<file path="src/rtl/txic_pkg.sv">
package txic_pkg;
  localparam int REG_W = 32;
  localparam int DLY_W = 16;

  // A zero delay is taken as one unit so the timer still fires.
  function automatic logic [DLY_W-1:0] eff_delay(input logic [DLY_W-1:0] v);
    return (v == '0) ? DLY_W'(1) : v;
  endfunction

  // Only the delay field is visible; every upper bit reads as zero.
  function automatic logic [REG_W-1:0] pack_read(input logic [DLY_W-1:0] v);
    return {{(REG_W-DLY_W){1'b0}}, v};
  endfunction
endpackage

</file>
<file path="src/rtl/txic_tick_gen.sv">
module txic_tick_gen #(
  parameter int TICK_CYCLES = 128
) (
  input  logic clk,
  input  logic rst_n,
  output logic tick
);
  localparam int PW = (TICK_CYCLES > 1) ? $clog2(TICK_CYCLES) : 1;
  localparam logic [PW-1:0] LAST = PW'(TICK_CYCLES - 1);

  logic [PW-1:0] pre_q;

  assign tick = (pre_q == LAST);

  always_ff @(posedge clk) begin
    if (!rst_n)    pre_q <= '0;
    else if (tick) pre_q <= '0;
    else           pre_q <= pre_q + PW'(1);
  end
endmodule

</file>
<file path="src/rtl/txic_delay_reg.sv">
module txic_delay_reg
  import txic_pkg::*;
(
  input  logic             clk,
  input  logic             rst_n,
  input  logic             wr_en,
  input  logic [REG_W-1:0] wr_data,
  output logic [REG_W-1:0] rd_data,
  output logic [DLY_W-1:0] load_val
);
  logic [DLY_W-1:0] dly_q;

  always_ff @(posedge clk) begin
    if (!rst_n)     dly_q <= '0;
    else if (wr_en) dly_q <= wr_data[DLY_W-1:0];
  end

  assign rd_data  = pack_read(dly_q);
  assign load_val = eff_delay(dly_q);
endmodule

</file>
<file path="src/rtl/txic_countdown.sv">
module txic_countdown
  import txic_pkg::*;
(
  input  logic             clk,
  input  logic             rst_n,
  input  logic             tick,
  input  logic             load,
  input  logic             cancel,
  input  logic [DLY_W-1:0] load_val,
  output logic             running,
  output logic [DLY_W-1:0] count,
  output logic             expire
);
  logic last_unit;

  assign last_unit = (count == DLY_W'(1));
  // A reload or a cancel in the same clock suppresses the expiry.
  assign expire = running && tick && last_unit && !load && !cancel;

  always_ff @(posedge clk) begin
    if (!rst_n) begin
      running <= 1'b0;
      count   <= '0;
    end else if (load) begin
      running <= 1'b1;
      count   <= load_val;
    end else if (cancel) begin
      running <= 1'b0;
    end else if (running && tick) begin
      if (last_unit) running <= 1'b0;
      else           count   <= count - DLY_W'(1);
    end
  end
endmodule

</file>
<file path="src/rtl/txic_timer.sv">
module txic_timer
  import txic_pkg::*;
#(
  parameter int TICK_CYCLES = 128
) (
  input  logic        clk,
  input  logic        rst_n,
  input  logic        cfg_wr_en,
  input  logic [31:0] cfg_wr_data,
  output logic [31:0] cfg_rd_data,
  input  logic        cmp_valid,
  input  logic        cmp_report,
  input  logic        cmp_delay,
  input  logic        imm_irq,
  input  logic        abs_irq,
  output logic        txdone_irq
);
  logic             tick;
  logic [DLY_W-1:0] load_val;
  logic             qual_load;
  logic             imm_fire;
  logic             cancel;
  logic             running;
  logic [DLY_W-1:0] count;
  logic             expire;
  logic             irq_q;

  assign qual_load = cmp_valid && cmp_report && cmp_delay;
  assign imm_fire  = cmp_valid && cmp_report && !cmp_delay;
  assign cancel    = imm_irq || abs_irq || imm_fire;

  txic_tick_gen #(.TICK_CYCLES(TICK_CYCLES)) u_tick (
    .clk  (clk),
    .rst_n(rst_n),
    .tick (tick)
  );

  txic_delay_reg u_reg (
    .clk     (clk),
    .rst_n   (rst_n),
    .wr_en   (cfg_wr_en),
    .wr_data (cfg_wr_data),
    .rd_data (cfg_rd_data),
    .load_val(load_val)
  );

  txic_countdown u_cnt (
    .clk     (clk),
    .rst_n   (rst_n),
    .tick    (tick),
    .load    (qual_load),
    .cancel  (cancel),
    .load_val(load_val),
    .running (running),
    .count   (count),
    .expire  (expire)
  );

  always_ff @(posedge clk) begin
    if (!rst_n) irq_q <= 1'b0;
    else        irq_q <= expire || imm_fire;
  end

  assign txdone_irq = irq_q;
endmodule

</file>
<file path="config.mk">
export PLATFORM = sky130hd
export DESIGN_NAME = txic_timer
export DESIGN_NICKNAME = d
export VERILOG_FILES = /design/src/rtl/txic_pkg.sv /design/src/rtl/txic_tick_gen.sv /design/src/rtl/txic_delay_reg.sv /design/src/rtl/txic_countdown.sv /design/src/rtl/txic_timer.sv
export SDC_FILE = /design/constraint.sdc
export NUM_CORES = 1
export LEC_CHECK = 0
export BUFFER_PORTS_ARGS = -buffer_cell sky130_fd_sc_hd__buf_2
export CELL_PAD_IN_SITES_DETAIL_PLACEMENT = 1
export CELL_PAD_IN_SITES_GLOBAL_PLACEMENT = 2
export CORE_ASPECT_RATIO = 1.1
export CORE_MARGIN = 3
export CORE_UTILIZATION = 26
export CTS_CLUSTER_DIAMETER = 80
export DETAILED_ROUTE_END_ITERATION = 7
export PLACE_DENSITY_LB_ADDON = 0.1
export SYNTH_ARGS = -nofsm -noshare
export SYNTH_HDL_FRONTEND = slang
export SYNTH_SLANG_ARGS = --single-unit
</file>
<file path="constraint.sdc">
create_clock -name clk -period 1.8 [get_ports clk]
set_input_delay 0.27 -clock clk [delete_from_list [all_inputs] [get_ports clk]]
set_output_delay 0.27 -clock clk [all_outputs]
set_load 0.02 [all_outputs]
</file>
After elaboration in Yosys (flattened, before gate mapping)
Cells that the tools add are included.
Widths: inputs -> output; s select.

storage, ports and cells
  flip-flop bits (word level) = 41
  output and inout port bits = 33

cells by class
  reductions and logical operators = 20
  bitwise gates (word level) = 1
  muxes and demuxes = 9
  $add $sub $neg = 2
  equality and inequality tests = 4

operators with widths
  operator               count
  $mux 16                5
  $eq 16x1->1 const B    1
  $logic_not 16->1       1
  $sub 16x1->16 const B  1
  $add 7x1->7 const B    1
  $eq 7x7->1 const B     1
  $logic_and 1x1->1      7
  $reduce_bool 3->1      2
  $mux 1                 4
  $ne 2x1->1 const B     2
  $logic_not 1->1        3
  $logic_or 1x1->1       3
  $reduce_and 3->1       1
  $reduce_and 2->1       1
  $reduce_bool 2->1      1
  $reduce_or 2->1        1
  $not 1->1              1

Depth between registers and ports, before layout
Gate-level depths: netlist (run 1).

  depth in word-level cells = 6
  gate-level depth with buffers = 8
  depth with buffers taken out = 7

Modules after synthesis
From an unflattened synthesis (run 1), not the netlist that was laid out.

unflattened totals
  cell total of the unflattened synthesis = 281
  area total of the unflattened synthesis = 2,428.6 µm²

by module, submodules not included
  module          times used  cells an instance  area an instance (µm²)
  txic_countdown  1           154                1,260.0
  txic_delay_reg  1           88                 829.5
  txic_tick_gen   1           31                 274.0
  txic_timer      1           8                  65.1

Worst setup path before layout (run 1)
OpenSTA, ideal clock, no wires.

  kind = flip-flop to flip-flop
  start = register u_cnt.count[1]
  end = register u_cnt.running
  clock period less this slack = 1.983 ns
  setup time = 0.114 ns
  data required time = 1.686 ns
  slack = -0.183 ns
  buffers on the path = 1
  stages on the path, launching flop included = 9
  arrival = 1.870 ns
  cell sequence = dfxtp_1 -> inv_1 -> ha_1 -> or4b_1 -> buf_6 -> nand4b_4 -> or4_4 -> a21oi_1 -> nor2_1

on the way
  longest elaborated chain between the ends = 3

ends and longest elaborated chain
  item                                RTL line              source
  from (decl)                         txic_countdown.sv:11  output logic [DLY_W-1:0] count,
  from (signal assigned)              txic_countdown.sv:26  count <= load_val;
  from (signal assigned)              txic_countdown.sv:31  else count <= count - DLY_W'(1);
  $eq 16x1->1                         txic_countdown.sv:16  assign last_unit = (count == DLY_W'(1));
  $reduce_bool 3->1 (no source line)  --
  $reduce_and 2->1 (no source line)   --
  to (signal assigned)                txic_countdown.sv:22  running <= 1'b0;
  to (signal assigned)                txic_countdown.sv:25  running <= 1'b1;
  to (signal assigned)                txic_countdown.sv:28  running <= 1'b0;
  to (decl)                           txic_countdown.sv:10  output logic running,

Every way passes these cells.
A chain may end at the register's enable or synchronous reset.

Final worst setup path (run 1)
  start = register u_cnt.count[1]
  end = register u_cnt.count[12]

on the way
  longest elaborated chain between the ends = 5
  elaborated cells between the ends (all ways) = 8

ends and longest elaborated chain
  item           RTL line              source
  $sub 16x1->16  txic_countdown.sv:31
  $mux 16        txic_countdown.sv:30  if (last_unit) running <= 1'b0;
  $mux 16        txic_countdown.sv:29  end else if (running && tick) begin
  $mux 16        txic_countdown.sv:27  end else if (cancel) begin
  $mux 16        txic_countdown.sv:24  end else if (load) begin

Parallel ways exist; a longest one is shown, timed or not. The select of a mux whose other input is x is not followed.

==> results of run 1 <==
per-layer routing:
metal / global-route usage [%] / vias to the layer above / part of all wire [%]
met5: 0 / - / 0
met4: 4.80 / 0 / 1.5
met3: 2.32 / 10 / 3.3
met2: 24.7 / 48 / 53
met1: 17.6 / 960 / 42
li1: - / 1001 / -
layout by cell type, fill, tap and decap left out, types with 6 or more instances in the layout:
cell | netlist | layout
inv_1 | 7 | 6
a21oi_1 | 9 | 8
conb_1 | 1 | 16
mux2i_1 | 19 | 18
xor2_1 | 10 | 10
clkbuf_8 | 1 | 6
dfxtp_2 | 0 | 7
buf_2 | 0 | 40
nor3_1 | 7 | 6
nand3_1 | 10 | 9
buf_4 | 16 | 45
nor2_1 | 31 | 31
o21ai_0 | 15 | 12
dfxtp_1 | 41 | 33
nand2_1 | 7 | 7
metrics by stage:
stage	hold slack (ps)	setup TNS (ps)	util (%)	std cells	total power (µW)
2_1_floorplan	417	-416	-	252	1280
3_3_place_gp	489	-1380	33.3	411	1420
3_5_place_dp	500	-1510	33.3	411	1420
4_1_cts	196	-533	36.8	425	2260
5_1_grt	213	-3100	39.1	433	2400
6_report	207	-1570	39.1	433	2280
sequential cells by signal (all words and copies together), names as in the netlist:
signal	count
u_cnt.count	16
u_reg.dly_q	16
u_tick.pre_q	7
txdone_irq	1
u_cnt.running	1
power groups by stage:
stage,combinational (µW),clock [µW],sequential (µW)
3_5_place_dp,405,0,1010
4_1_cts,439,826,998
6_report,496,788,996
5_1_grt,540,858,1000
2_1_floorplan,242,0,1030
3_3_place_gp,403,0,1010
critical path, cell delays in order, from the launching register on:
cell      delay, ps
dfxtp_2         330
inv_2            70
ha_4            120
or4b_4          460
buf_4           160
buf_12          140
o211ai_1        200
buf_4           190
or3_1           110
a31oi_1          70
repair_timing:
action | 4_1_cts | 5_1_grt
cloned | 0 | 1
pin swaps | 5 | 18
endpoints found under the hold margin | 0 | 0
resized for setup | 23 | 23
endpoints found under the setup margin | 18 | 18
setup buffers | 6 | 7
cells by family after synthesis:
logic type | after synthesis
flip-flops | 41
multiplexers | 19
buffers and inverters | 33
other | 1
XOR/XNOR | 12
AND/OR/NAND/NOR | 82
AO/OA/AOI/OAI | 46
adder cells (fa/ha/maj) | 3
layout make-up:
type                       count  area [µm²]
fill                         970        4840
multi-input combinational    179        1390
sequential                    41         833
timing repair buffer          90         612
tap                          108         135
clock buffer                   7        86.3
clock inverter                 1        30.0
inverter                       7        26.3
worst paths after layout:
kind	slack (ps)	to	from
worst min register to register	500	u_cnt.count[11]	u_cnt.count[11]
worst max register to register	-190	u_cnt.count[12]	u_cnt.count[1]
worst max-delay path	-190	u_cnt.count[12]	u_cnt.count[1]
worst min-delay path	210	u_reg.dly_q[11]	cfg_wr_data[11]
==> results.md, run 1 <==
- The number of global-route vias before repair is 2078.
- The kind of critical path is reg -> reg.
- The clock buffer count from CTS is 5.
- Sorting the synthesized cells by how often they occur yields 41 x dfxtp_1, 31 x nor2_1, 19 x mux2i_1.
- The flow ran to the end, but the final reports show violations.
- TritonCTS built the clock tree.
- Clock-pin slew was measured on the worst setup and hold paths at 80 ps.
- Summing the areas of all fa, ha and maj instances in the mapped netlist gives 1.76% of the synthesized area.
- The die outline height is 101 µm.
- After floorplanning, the core was sized to cover 7960 µm².
- In this run the power density over the cells is 733 nW/µm².
- The cell taking the most area after synthesis is dfxtp_1.
- The area of all placed cells without fillers is 3110 µm².
- Summing the sequential cell areas from Yosys gives 38.5% of the chip area.
- Across the run, the number of max-cap violations was 0.
- The number of enable flip-flop cells after synthesis is 0.
- The synthesized instance count is 237.
- The number of hold buffers added after CTS was 0.
- The deepest clock path buffer count is 2.
- The number of clock sinks seen by CTS is 41.
- STA classifies the critical path endpoint as a register.
- For this run the aggregate overflow at the end of global routing stands at 0.
- The count of warnings emitted by yosys is 0.
- The design internal power is 1610 µW.
- During placement, the flow inserted port buffers numbering 40.
- In this run the mean area of a mapped cell was 9.01 µm².
- Between clock sinks in the finished design, the worst skew comes to 5.90 ps.
- Of the post-synthesis cell area, the dominant cell type holds 38.5%.
- The number of H-tree levels is 2.
- The layout overhead on the synthesized area is 45.7%.
- Summing the areas of all compound-gate instances in the mapped netlist gives 14.0% of the synthesized area.
- For this block, the via count after detailed routing is 2019.
- After detailed routing, the total wire length is 6900 µm.
- Combinational logic is responsible for 21.8% of the overall power.
- Setup repair after global routing could not meet its margin everywhere.
- The via count normalized by instance count is 4.66.
- The distinct cell type count after synthesis is 46.
- The leakage power is 0.00134 µW.
- The worst setup timing slack at the placement stage is -188 ps.
- The flip-flop and latch count after synthesis is 41.
- The placed instances occupy a cell area of 2650 µm².
- In the post-route analysis, the smallest setup slack over all paths is -187 ps.
- The sum of net half-perimeters after detailed placement is 4750 µm.
- In the synthesized netlist, mux cells make up 8.91% of the area.
- After Yosys synthesis, and, or, nand and nor cells account for 22.3% of the synthesized area.
- The most used standard cell by instance count after synthesis is dfxtp_1.
- The initial cell density of the core is 26.8%.
- The final reports fail on negative setup slack.
- The number of standard-cell rows in the floorplan is 34.
- 0 antenna diodes ended up in the layout.
- The netlist area before placement is 2130 µm².
- In this run the remaining antenna-violating nets after routing total 0.
- Data arrives at the worst endpoint at 2150 ps.
- The number of endpoints failing setup at the final stage is 18.
- IR analysis of the VDD net gives a maximum drop of 0.000305 V.
- By area the synthesized netlist is led by dfxtp_1 38%, mux2i_1 8.9%, buf_4 5.6%, nor2_1 5.5%, xor2_1 4.1%.
- The count of endpoints failing hold in the final timing report was 0.
- At the worst endpoint, the required time is 1960 ps.
- At the end of routability-driven placement, the weighted congestion stood at 0.793.
- Dividing the detail-routed wire length by the instance count gives 15.9 µm.
- Of the total power, registers draw 43.7%.
- The die is 92.4 µm wide.
- The most used flip-flop cell after synthesis is dfxtp_1.
- For this design the top-level I/O count stands at 73.
- The insertion delay of the later-clocked pin in the worst-skew pair is 290 ps.
- The reported net switching power is 669 µW.
- Global routing consumed, over all layers together, 14.2% of the routing resources.
- After synthesis, the largest family of logic cells by area is simple AND/OR/NAND/NOR gates.
- For the worst flop-to-flop path, the logic depth is 9.
- The post-route DRC violation count is 0.
- The tree is rooted in a clkbuf_8.
- The power share of the clock group is 34.6%.
- The number of cells on the worst hold path is 3.
- After the last flow step, the layout net total stands at 367.
- Cells with a size suffix above 1 make up 40.9% of the layout.
- The switching part of the total power is 29.3%.
- Of the total synthesized cell area, the portion taken by XOR and XNOR cells is 4.92%.
- The first TritonRoute pass finished after 4 iterations.
- The die area is 9330 µm².
- The wire length of the first global-routing pass is 10400 µm.
- Of the available clock period, the critical path in the final layout requires 110%.
- The first routing iteration left 58 violations.
- The critical path startpoint category is a register.
- The async set-reset flop share out of synthesis is 0%.
- The path category of the worst min-delay check is in -> reg.
- The clock period minus worst slack is 1990 ps.
- The maximum operating frequency is 503 MHz.
- The initial antenna violation count is 0.
- The largest fanout on the critical path is 8.
- The largest net degree at the start of global routing is 20.
- The number of pins exceeding their max-slew limit in the final report is 0.
Power figures use the tool's default switching activity.
==> run 2: changes to the inputs <==
- CORE_UTILIZATION: 26 -> 27
- SETUP_SLACK_MARGIN: unset -> 0.4
- SYNTH_HIERARCHICAL: unset -> 1
==> run 2 against run 1 <==
Against the previous run:
- the run now ends clean
- sequential cell count is the same
- clock-buffer cell count shrank 1
- combinational power grew 49%
- global-route usage grew 0.074 points
- non-clock buffer count shrank 5
- cell area grew 3.2%
- synthesized area grew 14%
- critical path depth shrank 2
- sequential power is essentially flat
- clock skew grew 5.6 ps
==> results.md, run 2 <==
- The cell taking the most area after synthesis is dfxtp_1 (unchanged).
- The initial cell density of the core was 28.3% (was 26.8%).
- The number of global-route vias before repair came to 2143 (was 2078).
- The number of H-tree levels came to 2 (unchanged).
- The mean post-synth cell area is 8.64 µm² (was 9.01 µm²).
- The insertion delay of the later-clocked pin in the worst-skew pair is 300 ps (was 290 ps).
- The commonest non-fill, non-tap cell in the layout is buf_2 (was buf_4).
- The clock edge transition at the registers on the reported setup and hold paths came to 90 ps (was 80 ps).
- The worst voltage drop across the vdd grid is 0.000336 V (was 0.000305 V).
- The async set-reset flop share out of synthesis was 0% (unchanged).
- The count of nets after finishing came to 386 (was 367).
- The capture point of the worst reg-to-reg path is u_cnt/count[6] (was u_cnt.count[12]).
- The area fraction of the dominant cell type after synthesis was 33.8% (was 38.5%).
- The first-pass iteration count of the detailed router came to 4 (unchanged).
- The largest net degree at the start of global routing is 26 (was 20).
- The routed wire length came to 7210 µm (was 6900 µm).
- The netlist area before placement came to 2430 µm² (was 2130 µm²).
- The end point of the worst hold path is u_reg/dly_q[2] (was u_reg.dly_q[11]).
- The share of final-layout standard cells stronger than drive strength 1 is 42.4% (was 40.9%).
- The accumulated negative setup slack was 0 ps (was -1570 ps).
- The post-route DRC violation count is 0 (unchanged).
- The via count normalized by instance count is 4.78 (was 4.66).
- The power per cell area is 803 nW/µm² (was 733 nW/µm²).
- The distinct cell type count after synthesis is 56 (was 46).
- The post-detailed-route count of antenna-violating nets is 0 (unchanged).
- The met1 global-route usage was 20.1% (was 17.6%).
- The register-to-register setup slack is 3 ps (was -190 ps).
- The flip-flop and latch count after synthesis is 41 (unchanged).
- The CTS tree was built (unchanged).
- The die area is 10200 µm² (was 9330 µm²).
- The worst clock skew is 11.5 ps (was 5.90 ps).
- The sum of net half-perimeters after detailed placement came to 5160 µm (was 4750 µm).
- The number of clock sinks seen by CTS was 41 (unchanged).
- The final standard cell utilization of the core was 37.4% (was 39.1%).
- The count of endpoints failing hold in the final timing report is 0 (unchanged).
- Setup repair after global routing missed its margin: true (unchanged).
- Measured against its own limit, the worst slew margin works out to 64.3%.
- The die width came to 96.4 µm (was 92.4 µm).
- The deepest clock path buffer count was 2 (unchanged).
- The post-detailed-route wirelength per cell is 15.9 µm (about the same).
- The master cell of the clock root buffer is clkbuf_8 (unchanged).
- The startpoint of the worst register-to-register path is u_cnt/count[1] (was u_cnt.count[1]).
- The number of pins exceeding their max-slew limit in the final report is 0 (unchanged).
- The number of ports placed on the die boundary was 73 (unchanged).
- Most frequent cells in the layout: 40 x buf_2, 35 x buf_4, 33 x dfxtp_1 (was 45 x buf_4, 40 x buf_2, 33 x dfxtp_1).
- The path depth of the worst reg2reg path is 7 (was 9).
- The initial antenna violation count is 0 (unchanged).
- The synthesized instance count is 281 (was 237).
- Most area-consuming cells after synthesis: dfxtp_1 34%, mux2i_1 6.6%, buf_4 4.9%, nor2b_1 4.4%, clkbuf_1 3.2% (was dfxtp_1 38%, mux2i_1 8.9%, buf_4 5.6%, nor2_1 5.5%, xor2_1 4.1%).
- The data required time of the critical path is 2050 ps (was 1960 ps).
- The data arrival time of the critical path was 2040 ps (was 2150 ps).
- Most used standard cells in the synthesized netlist: 41 x dfxtp_1, 21 x clkbuf_1, 21 x nand2_1 (was 41 x dfxtp_1, 31 x nor2_1, 19 x mux2i_1).
- Largest registers ranked by flip-flop count: u_cnt/count: 16 flops, u_reg/dly_q: 16 flops, u_tick/pre_q: 7 flops (was u_cnt.count: 16 flops, u_reg.dly_q: 16 flops, u_tick.pre_q: 7 flops).
- The clock period minus worst slack was 1800 ps (was 1990 ps).
- The count of warnings emitted by yosys is 6 (was 0).
- The overall overflow remaining after global route is 0 (unchanged).
- The path category of the worst min-delay check is in -> reg (unchanged).
- The count of buffers inserted at the top-level ports was 40 (unchanged).
- The area of the core region is 8580 µm² (was 7960 µm²).
- The first-iteration detailed-routing DRC count is 59 (was 58).
- The routability-driven placement congestion ratio is 0.719 (was 0.793).
- The count of maximum capacitance violations came to 0 (unchanged).
- The wire length of the first global-routing pass is 11300 µm (was 10400 µm).
- The sequential element share of the synthesized area is 33.8% (was 38.5%).
- The largest fanout on the critical path came to 4 (was 8).
- The die outline height is 105 µm (was 101 µm).
- The number of cells on the worst hold path was 3 (unchanged).
- The kind of critical path was reg -> reg (unchanged).
- The number of standard-cell rows in the floorplan is 35 (was 34).
- The final antenna diode count is 0 (unchanged).
- For the pin with the worst max-slew slack, the measured transition is 530 ps.
- The leakage power is 0.00142 µW (was 0.00134 µW).
- The busiest metal layer after global routing is met2 (unchanged).
- The met2 usage in global routing came to 22.4% (was 24.7%).
- The routing usage on met3 was 2.36% (was 2.32%).
- The layout overhead on the synthesized area is 32.2% (was 45.7%).
- The clock buffer count from CTS is 5 (unchanged).
- The maximum operating frequency came to 556 MHz (was 503 MHz).
- The number of endpoints failing setup at the final stage is 0 (was 18).
- Outcome: finished clean (was finished with violations).
- The vias after detailed routing is 2173 (was 2019).
- The sort of element at the end of the critical path is a register (unchanged).
- The critical path startpoint category is a register (unchanged).
- The most used standard cell by instance count after synthesis is dfxtp_1 (unchanged).
- The worst hold path startpoint is cfg_wr_data[2] (was cfg_wr_data[11]).
- The number of enable flip-flop cells after synthesis is 0 (unchanged).
- The dominant register cell in the synthesized netlist is dfxtp_1 (unchanged).
- The share of the clock period used by the worst path came to 99.8% (was 110%).
- The overall global routing resource usage was 14.2% (about the same).
-- run 2: critical path: stages, from the launching register on --
cell,delay [ps]
dfxtp_4,370
inv_6,70
ha_4,120
or4b_4,500
nor3_4,240
mux2_4,180
and3_4,170
a31o_2,90
-- run 2: where the power goes --
group,switching (µW),internal [µW]
registers,67.0,959
clock network,361,452
logic,375,364
total,803,1770
-- run 2: final cells by class --
type                    count  area (µm²)
clock buffers               6        82.6
clock inverters             2        37.5
fillers                  1039        5370
repair buffers             85         584
inverters                   4        20.0
multi-input cells         206        1510
well taps                 111         139
flip-flops and latches     41         836
-- run 2: per-stage QoR --
step	setup slack (ps)	std cells	cell area, µm²	hold WS, ps	total power, µW
global route	-74.5	455	3210	228	2720
finish	3.02	455	3210	216	2580
global placement	21.8	429	2780	476	1690
CTS	12.4	447	3000	211	2540
detailed placement	-18.7	429	2780	481	1690
floorplan	83.5	296	2540	387	1520
-- run 2: worst max path at each step --
| stage | startpoint | to | slack, ps | depth (start not counted) |
|---|---|---|---|---|
| floorplan | u_cnt/count[1] | u_cnt/count[6] | 80 | 7 |
| CTS | u_cnt/count[1] | u_cnt/count[6] | 10 | 7 |
| detailed placement | u_cnt/count[1] | u_cnt/count[8] | -20 | 6 |
| global placement | u_cnt/count[1] | u_cnt/count[8] | 20 | 6 |
| finish | u_cnt/count[1] | u_cnt/count[6] | 3 | 7 |
| global route | u_cnt/count[0] | u_cnt/count[10] | -70 | 7 |
-- run 2: timing repair --
action,CTS,global route
resized for setup,5,39
cloned,1,1
pin swaps,5,13
hold buffers,0,0
setup buffers,9,7
endpoints found under the setup margin,21,23
-- run 2: layer usage --
layer  up-vias  routed length (µm)
met5         -                   0
met4         0                  63
met3         5                 214
met2        36                3380
met1      1050                3550
li1       1082                   -
-- run 2: cell families after synthesis --
| family | Yosys count | synth area share [%] |
|---|---|---|
| simple gates | 109 | 26.7 |
| compound gates | 56 | 15.6 |
| buf+inv | 51 | 14.1 |
| flops | 41 | 33.8 |
| mux | 17 | 7.06 |
| fa+ha+maj | 3 | 1.55 |
| xor+xnor | 3 | 1.08 |
| other cells | 1 | 0.154 |
